File: config.mk
export PLATFORM = sky130hd
export DESIGN_NAME = dqs_tap_trainer
export DESIGN_NICKNAME = d
export VERILOG_FILES = /design/src/rtl/dqs_tap_pkg.sv /design/src/rtl/dqs_tap_encoder.sv /design/src/rtl/dqs_test_port.sv /design/src/rtl/dqs_lane_regs.sv /design/src/rtl/dqs_tap_trainer.sv
export SDC_FILE = /design/constraint.sdc
export NUM_CORES = 1
export LEC_CHECK = 0
export ABC_CLOCK_PERIOD_IN_PS = 1800
export CAP_MARGIN = 15
export CORE_MARGIN = 1.5
export CORE_UTILIZATION = 51
export CTS_BUF_LIST = sky130_fd_sc_hd__clkbuf_2 sky130_fd_sc_hd__clkbuf_4 sky130_fd_sc_hd__clkbuf_8
export CTS_CLUSTER_SIZE = 40
export DETAILED_ROUTE_END_ITERATION = 16
export PLACE_DENSITY_LB_ADDON = 0.3
export SLEW_MARGIN = 20
export SYNTH_ARGS = -nofsm -noshare
export SYNTH_HDL_FRONTEND = slang
export SYNTH_SLANG_ARGS = --single-unit
File: constraint.sdc
create_clock -name clk -period 1.8 [get_ports clk]
set_input_delay 0.36 -clock clk [delete_from_list [all_inputs] [get_ports clk]]
set_output_delay 0.36 -clock clk [all_outputs]
set_load 0.03 [all_outputs]
File: src/rtl/dqs_tap_pkg.sv
// Package: shared state type and fixed constants of the tap trainer.
// Assumes: lane count is a fixed property of the data path (four byte lanes).
package dqs_tap_pkg;
    localparam int LANES       = 4;
    localparam int DEFAULT_TAP = 8;

    typedef enum logic [2:0] {
        ST_IDLE,
        ST_SET,
        ST_LAUNCH,
        ST_RUN,
        ST_FIN,
        ST_DONE
    } trn_state_t;
endpackage

File: src/rtl/dqs_tap_encoder.sv
// Module: maps a raw tap to the lane register layout.
// Assumes: in split-chain mode the tap never exceeds 2**TAP_W - 2.
module dqs_tap_encoder #(
    parameter int TAP_W       = 6,
    parameter bit SPLIT_CHAIN = 1'b0,
    localparam int LOW_W      = TAP_W - 1,
    localparam int ENC_W      = 2 * LOW_W
) (
    input  logic [TAP_W-1:0] tap_i,
    output logic [ENC_W-1:0] enc_o
);
    localparam int TOP  = SPLIT_CHAIN ? (2**TAP_W) - 2 : (2**TAP_W) - 1;
    localparam int HALF = TOP / 2;

    generate
        if (SPLIT_CHAIN) begin : g_split
            logic [TAP_W-1:0] upper;
            // upper chain takes the part of the tap above half range
            always_comb begin
                upper = tap_i - TAP_W'(HALF);
                if (int'(tap_i) > HALF)
                    enc_o = {upper[LOW_W-1:0], tap_i[LOW_W-1:0]};
                else
                    enc_o = ENC_W'(tap_i);
            end
        end else begin : g_single
            // single chain stores the tap value directly
            always_comb enc_o = ENC_W'(tap_i);
        end
    endgenerate
endmodule

File: src/rtl/dqs_test_port.sv
// Module: runs one memory test per request and reports pass/fail.
// Assumes: test_done_i is meaningful only while the request is held;
// a test that stays silent for TEST_TIMEOUT cycles is reported as failing.
module dqs_test_port #(
    parameter int FAIL_W       = 8,
    parameter int TEST_TIMEOUT = 32,
    localparam int CNT_W       = $clog2(TEST_TIMEOUT + 1)
) (
    input  logic              clk,
    input  logic              rst_n,
    input  logic              go_i,
    input  logic              test_done_i,
    input  logic [FAIL_W-1:0] test_fail_cnt_i,
    output logic              test_start_o,
    output logic              res_valid_o,
    output logic              res_pass_o
);
    logic             busy;
    logic [CNT_W-1:0] wait_cnt;

    // request hold, timeout count and result capture
    always_ff @(posedge clk) begin
        if (!rst_n) begin
            busy        <= 1'b0;
            wait_cnt    <= '0;
            res_valid_o <= 1'b0;
            res_pass_o  <= 1'b0;
        end else begin
            res_valid_o <= 1'b0;
            if (go_i && !busy) begin
                busy     <= 1'b1;
                wait_cnt <= '0;
            end else if (busy) begin
                if (test_done_i) begin
                    busy        <= 1'b0;
                    res_valid_o <= 1'b1;
                    res_pass_o  <= (test_fail_cnt_i == '0);
                end else if (wait_cnt == CNT_W'(TEST_TIMEOUT - 1)) begin
                    busy        <= 1'b0;
                    res_valid_o <= 1'b1;
                    res_pass_o  <= 1'b0;
                end else begin
                    wait_cnt <= wait_cnt + 1'b1;
                end
            end
        end
    end

    assign test_start_o = busy;
endmodule

File: src/rtl/dqs_lane_regs.sv
// Module: holds the encoded delay field of every byte lane.
// Assumes: lanes 0 and 1 always exist; upper lanes follow the bus width.
module dqs_lane_regs #(
    parameter int ENC_W = 10,
    parameter int LANES = 4
) (
    input  logic                   clk,
    input  logic                   rst_n,
    input  logic                   we_i,
    input  logic                   width32_i,
    input  logic [ENC_W-1:0]       data_i,
    output logic [LANES*ENC_W-1:0] lanes_o
);
    generate
        for (genvar k = 0; k < LANES; k++) begin : g_lane
            localparam bit UPPER = (k >= 2);
            logic [ENC_W-1:0] field;
            // per-lane load, gated by bus width for upper lanes
            always_ff @(posedge clk) begin
                if (!rst_n)
                    field <= '0;
                else if (we_i && (!UPPER || width32_i))
                    field <= data_i;
            end
            assign lanes_o[k*ENC_W +: ENC_W] = field;
        end
    endgenerate
endmodule

File: src/rtl/dqs_tap_trainer.sv
// Module: top of the read-strobe tap trainer. Sweeps the tap upward,
// finds the first pass window, and programs its rounded-up midpoint.
// Assumes: width32_i is held steady for the duration of a run.
module dqs_tap_trainer #(
    parameter int TAP_W        = 6,
    parameter bit SPLIT_CHAIN  = 1'b0,
    parameter int FAIL_W       = 8,
    parameter int LOOP_W       = 8,
    parameter int TEST_LOOPS   = 8,
    parameter int TEST_TIMEOUT = 32,
    localparam int ENC_W       = 2 * (TAP_W - 1)
) (
    input  logic                    clk,
    input  logic                    rst_n,
    input  logic                    start_i,
    input  logic                    width32_i,
    output logic                    done_o,
    output logic                    found_o,
    output logic [TAP_W-1:0]        result_tap_o,
    output logic [4*ENC_W-1:0]      lane_tap_o,
    output logic                    test_start_o,
    output logic [LOOP_W-1:0]       test_loops_o,
    input  logic                    test_done_i,
    input  logic [FAIL_W-1:0]       test_fail_cnt_i
);
    import dqs_tap_pkg::*;

    localparam int TOP = SPLIT_CHAIN ? (2**TAP_W) - 2 : (2**TAP_W) - 1;

    trn_state_t       state;
    logic [TAP_W-1:0] tap, lo_b, hi_b, final_tap, wr_tap;
    logic [TAP_W:0]   mid_sum;
    logic             got_lo, res_valid, res_pass, go, lane_we;
    logic [ENC_W-1:0] enc;

    // rounded-up midpoint, or the fallback tap when nothing passed
    always_comb begin
        mid_sum   = {1'b0, hi_b} + {1'b0, lo_b} + 1'b1;
        final_tap = got_lo ? mid_sum[TAP_W:1] : TAP_W'(DEFAULT_TAP);
        wr_tap    = (state == ST_FIN) ? final_tap : tap;
        lane_we   = (state == ST_SET) || (state == ST_FIN);
        go        = (state == ST_LAUNCH);
    end

    // sweep sequencer and window bounds
    always_ff @(posedge clk) begin
        if (!rst_n) begin
            state        <= ST_IDLE;
            tap          <= '0;
            lo_b         <= '0;
            hi_b         <= '0;
            got_lo       <= 1'b0;
            found_o      <= 1'b0;
            result_tap_o <= '0;
        end else begin
            case (state)
                ST_IDLE: if (start_i) begin
                    tap    <= '0;
                    lo_b   <= '0;
                    hi_b   <= '0;
                    got_lo <= 1'b0;
                    state  <= ST_SET;
                end
                ST_SET:    state <= ST_LAUNCH;
                ST_LAUNCH: state <= ST_RUN;
                ST_RUN: if (res_valid) begin
                    if (res_pass) begin
                        if (!got_lo) begin
                            lo_b   <= tap;
                            got_lo <= 1'b1;
                        end
                        hi_b <= tap;
                        if (int'(tap) == TOP) state <= ST_FIN;
                        else begin
                            tap   <= tap + 1'b1;
                            state <= ST_SET;
                        end
                    end else if (got_lo) begin
                        hi_b  <= tap - 1'b1;
                        state <= ST_FIN;
                    end else if (int'(tap) == TOP) begin
                        state <= ST_FIN;
                    end else begin
                        tap   <= tap + 1'b1;
                        state <= ST_SET;
                    end
                end
                ST_FIN: begin
                    result_tap_o <= final_tap;
                    found_o      <= got_lo;
                    state        <= ST_DONE;
                end
                default: state <= ST_IDLE;
            endcase
        end
    end

    assign done_o       = (state == ST_DONE);
    assign test_loops_o = LOOP_W'(TEST_LOOPS);

    dqs_tap_encoder #(.TAP_W(TAP_W), .SPLIT_CHAIN(SPLIT_CHAIN)) enc_i (
        .tap_i(wr_tap), .enc_o(enc)
    );

    dqs_test_port #(.FAIL_W(FAIL_W), .TEST_TIMEOUT(TEST_TIMEOUT)) port_i (
        .clk(clk), .rst_n(rst_n), .go_i(go), .test_done_i(test_done_i),
        .test_fail_cnt_i(test_fail_cnt_i), .test_start_o(test_start_o),
        .res_valid_o(res_valid), .res_pass_o(res_pass)
    );

    dqs_lane_regs #(.ENC_W(ENC_W), .LANES(LANES)) lanes_i (
        .clk(clk), .rst_n(rst_n), .we_i(lane_we), .width32_i(width32_i),
        .data_i(enc), .lanes_o(lane_tap_o)
    );
endmodule

==> impl_table.tex <==
\begin{tabular}{lr}
\hline
Metric & Value \\
\hline
\multicolumn{2}{l}{\textbf{Outcome}} \\
\quad Outcome & complete, no violations \\
\multicolumn{2}{l}{\textbf{Clock tree}} \\
\quad Root Buffer Master & sky130\_fd\_sc\_hd\_\_clkbuf\_8 \\
\quad CTS H-Tree Depth & 2 \\
\quad CTS tree & yes \\
\quad Clk pin slew, worst setup/hold paths & 0.09 ns \\
\quad Clk sink count & 50 \\
\quad Clock latency reported for the late side of the worst-skew pair & 0.30 ns \\
\quad Maximum number of buffers from clock root to sink & 2 \\
\quad Number of clock buffers inserted by TritonCTS & 5 \\
\multicolumn{2}{l}{\textbf{Global route}} \\
\quad Initial antenna violation count & 0 \\
\quad First-pass GRT wire length & 10.4 mm \\
\quad Overall overflow remaining after global route & 0 \\
\quad Combined global-route utilization of all metal layers & 21.0\% \\
\quad Maximum number of pins on one net before global-route repair & 21 \\
\quad Number of global-route vias before repair & 2218 \\
\multicolumn{2}{l}{\textbf{Synth}} \\
\quad EDFF count, synth & 0 \\
\quad Number of instances in the synthesized netlist & 339 \\
\quad Dominant synthesized flop cell & sky130\_fd\_sc\_hd\_\_dfxtp\_1 \\
\quad Top cells by area, synth & sky130\_fd\_sc\_hd\_\_dfxtp\_1 (35\%), sky130\_fd\_sc\_hd\_\_buf\_4 (9.4\%), sky130\_fd\_sc\_hd\_\_ha\_1 (3.5\%) \\
\quad Netlist area before placement & 0.00289 mm\^{}2 \\
\quad Synthesis warning total & 0 \\
\quad Number of storage elements in the synthesis netlist & 50 \\
\quad Portion of synthesized cell area occupied by the leading cell type & 34.6\% \\
\quad Proportion of synthesized flip-flops having asynchronous set or reset & 0\% \\
\quad Average cell area after synthesis & 8.53 um\^{}2 \\
\quad Post-synthesis sequential area ratio & 34.6\% \\
\quad Count of unique library cells instantiated by Yosys & 53 \\
\quad Top cell type by total area after synthesis & sky130\_fd\_sc\_hd\_\_dfxtp\_1 \\
\multicolumn{2}{l}{\textbf{Route}} \\
\quad Number of search-and-repair iterations in the first detailed-routing pass & 4 \\
\quad Residual DRC count & 0 \\
\quad Initial drt markers & 155 \\
\quad Average routed wire per standard cell & 13.7 um \\
\quad Detail-routed via count per cell & 5.26 \\
\quad Total Wirelength & 6.35 mm \\
\quad Remaining number of nets flagged by the antenna check after routing & 0 \\
\quad Number of vias in the routed layout & 2437 \\
\multicolumn{2}{l}{\textbf{Setup path}} \\
\quad Launching element type of the critical path & flop \\
\quad Capture point of the worst reg-to-reg path & lanes\_i.g\_lane[2].field[5]\$\_SDFFE\_PN0P\_ \\
\quad Worst path top cell family by delay & compound AO/OA/AOI/OAI gates \\
\quad Critical Path AT & 1.91 ns \\
\quad Reg2Reg Depth & 7 \\
\quad Endpoint class of the critical path & flop \\
\quad Slowest cell on crit path & sky130\_fd\_sc\_hd\_\_dfxtp\_1 \\
\quad Buf/Inv on CP & 1 \\
\quad R2R Setup Slk & 0.06 ns \\
\quad Critical-path cell list & ha\_1, nor2b\_2, o31a\_1, o21a\_1, o21ai\_1, buf\_4, a31oi\_1 \\
\quad Required time of the worst setup path & 1.97 ns \\
\quad Crit path max fanout & 3 \\
\quad Startpoint of the worst register-to-register path & lo\_b[2]\$\_SDFFE\_PN0P\_ \\
\quad Slowest cell delay on critical path & 0.34 ns \\
\quad Type of the worst setup path & reg -> reg \\
\multicolumn{2}{l}{\textbf{Die}} \\
\quad Die width & 78.3 um \\
\quad Die height & 78.3 um \\
\quad Core region area & 0.00547 mm\^{}2 \\
\quad Starting density of the core & 52.8\% \\
\quad IO Pins & 70 \\
\quad Std cell rows & 27 \\
\quad Area of the die & 0.00613 mm\^{}2 \\
\multicolumn{2}{l}{\textbf{Hold path}} \\
\quad Number of stages on the worst hold path & 2 \\
\quad Class of the tightest hold or removal check & reg -> reg \\
\quad Hold-critical path endpoint & result\_tap\_o[4]\$\_SDFFE\_PN0N\_ \\
\quad Startpoint of the lowest-slack hold path & result\_tap\_o[4]\$\_SDFFE\_PN0N\_ \\
\multicolumn{2}{l}{\textbf{STA}} \\
\quad Unrepaired setup endpoints after global routing & true \\
\quad Min cycle time layout & 1.74 ns \\
\quad Count of final max-slew check failures & 0 \\
\quad Number of setup violations in the final report & 0 \\
\quad Hold violation count in the final report & 0 \\
\quad Highest achievable clock rate & 0.576 GHz \\
\quad Ratio of final minimum period to clock period & 96.5\% \\
\quad Clk\_skew & 0.00607 ns \\
\multicolumn{2}{l}{\textbf{Finish}} \\
\quad Commonest non-fill, non-tap cells in the layout & sky130\_fd\_sc\_hd\_\_dfxtp\_1 (48), sky130\_fd\_sc\_hd\_\_clkdlybuf4s50\_1 (43), sky130\_fd\_sc\_hd\_\_buf\_4 (32), sky130\_fd\_sc\_hd\_\_conb\_1 (24) \\
\quad Fill cells & 451 \\
\quad Layout cell share with drive strength beyond 1 & 16.9\% \\
\quad Most common cell after layout, fill and taps aside & sky130\_fd\_sc\_hd\_\_dfxtp\_1 \\
\quad Final core area utilization & 64.7\% \\
\quad Area of combinational cells with multiple inputs & 0.00162 mm\^{}2 \\
\quad Post-layout net count & 412 \\
\quad Antenna cell count & 0 \\
\quad Growth of design area from synthesis to finish & 22.4\% \\
\quad Area taken by flip-flops and latches & 0.00100 mm\^{}2 \\
\multicolumn{2}{l}{\textbf{Placed design}} \\
\quad RePlAce Congestion & 0.911 \\
\quad Number of I/O port buffers & 45 \\
\quad Estimated wirelength of the detail-placed design & 4.70 mm \\
\multicolumn{2}{l}{\textbf{Pwr}} \\
\quad Leakage dissipation & 1.40 nW \\
\quad Max VDD drop & 0.000488 V \\
\quad PwrDens & 770 mW/mm\^{}2 \\
\quad Sum of internal, switching and leakage power & 2.72 mW \\
\multicolumn{2}{l}{\textbf{Run}} \\
\quad Max-Cap Viols & 0 \\
\hline
\end{tabular}
-- cells in the mapped netlist, drive strengths merged (2+ instances only) --
library cell and number:
nor4 5, nor2 25, inv 9, xnor2 11
nor2b 12, a22oi 5, nor3 9, nand2b 13
ha 8, o21a 6, o211a 4, conb 2
nand3 15, nand4 4, o21ai 15, nand2 22
or2 2, a21boi 14, a31o 2, or3 2
xor2 4, a21oi 10, or4 2, nand3b 2
and3 6, buf 49, a31oi 5, nor4b 2
dfxtp 50, mux2i 5, nor3b 2, clkbuf 6
-- worst max path at each step --
stage / from / depth (start not counted) / to
2_1_floorplan: lo_b[2]$_SDFFE_PN0P_ / 6 / result_tap_o[5]$_SDFFE_PN0N_
3_3_place_gp: start_i / 7 / hi_b[3]$_SDFFE_PN0P_
3_5_place_dp: start_i / 7 / hi_b[3]$_SDFFE_PN0P_
4_1_cts: lo_b[1]$_SDFFE_PN0P_ / 8 / lanes_i.g_lane[2].field[5]$_SDFFE_PN0P_
5_1_grt: hi_b[2]$_SDFFE_PN0P_ / 7 / lanes_i.g_lane[1].field[4]$_SDFFE_PN0N_
6_report: lo_b[2]$_SDFFE_PN0P_ / 7 / lanes_i.g_lane[2].field[5]$_SDFFE_PN0P_
-- repair_timing --
action	CTS	global route
hold buffers	0	0
endpoints found under the hold margin	0	0
pin swaps	0	1
endpoints found under the setup margin	2	22
setup buffers	0	0
resized for setup	3	12
-- metrics by stage --
stage | cell area [um^2] | worst slack (ns) | hold slack [ns] | setup TNS (ns) | std cells
2_1_floorplan | 2970 | 0.174 | 0.444 | 0 | 361
3_3_place_gp | 3390 | -0.0610 | 0.445 | -0.518 | 455
3_5_place_dp | 3390 | -0.103 | 0.447 | -0.859 | 455
4_1_cts | 3490 | 0.0164 | 0.460 | 0 | 463
5_1_grt | 3540 | -0.0388 | 0.503 | -0.110 | 463
6_report | 3540 | 0.0625 | 0.456 | 0 | 463
-- routing by layer --
layer	vias to the layer above	GRT usage, %	wire length (um)
met4	0	5.00	69
met2	65	37.0	3140
li1	1216	-	-
met1	1148	26.8	2860
met3	8	3.60	281
met5	-	0	0
-- tightest hold or removal path, cell delays in order, from the launching register on --
cell and delay [ns]:
sky130_fd_sc_hd__dfxtp_1 0.32, sky130_fd_sc_hd__nand2_1 0.05, sky130_fd_sc_hd__a21boi_1 0.05
-- report_power, final --
part	internal (mW)	switching [mW]	leakage, nW
clock	0.310	0.379	0.0472
sequential	1.16	0.0616	0.406
combinational	0.352	0.460	0.944
-- cell families after synthesis --
group                      synth area share, %
and+or+nand+nor                           23.9
AOI/OAI and AO/OA                         16.8
buffers and inverters                     14.0
DFF                                       34.6
xor gates and xnor gates                  4.55
adders and majority gates                 4.16
muxes                                     1.73
other                                    0.260
-- cell type report --
type	count	share of cell area (%)
clock buffers	6	2.33
clock inverters	2	0.354
inverters	9	0.955
multi-input cells	247	45.7
flip-flops and latches	50	28.4
well taps	72	2.55
repair buffers	77	19.8
-- state kept, by name (all words and copies together) (netlist names) --
signal	flops
found_o	1
got_lo	1
hi_b	6
lanes_i.g_lane.field	12
lo_b	6
port_i.res_pass_o	1
port_i.res_valid_o	1
port_i.test_start_o	1
port_i.wait_cnt	6
result_tap_o	6
state	3
tap	6
Power figures use the tool's default switching activity.
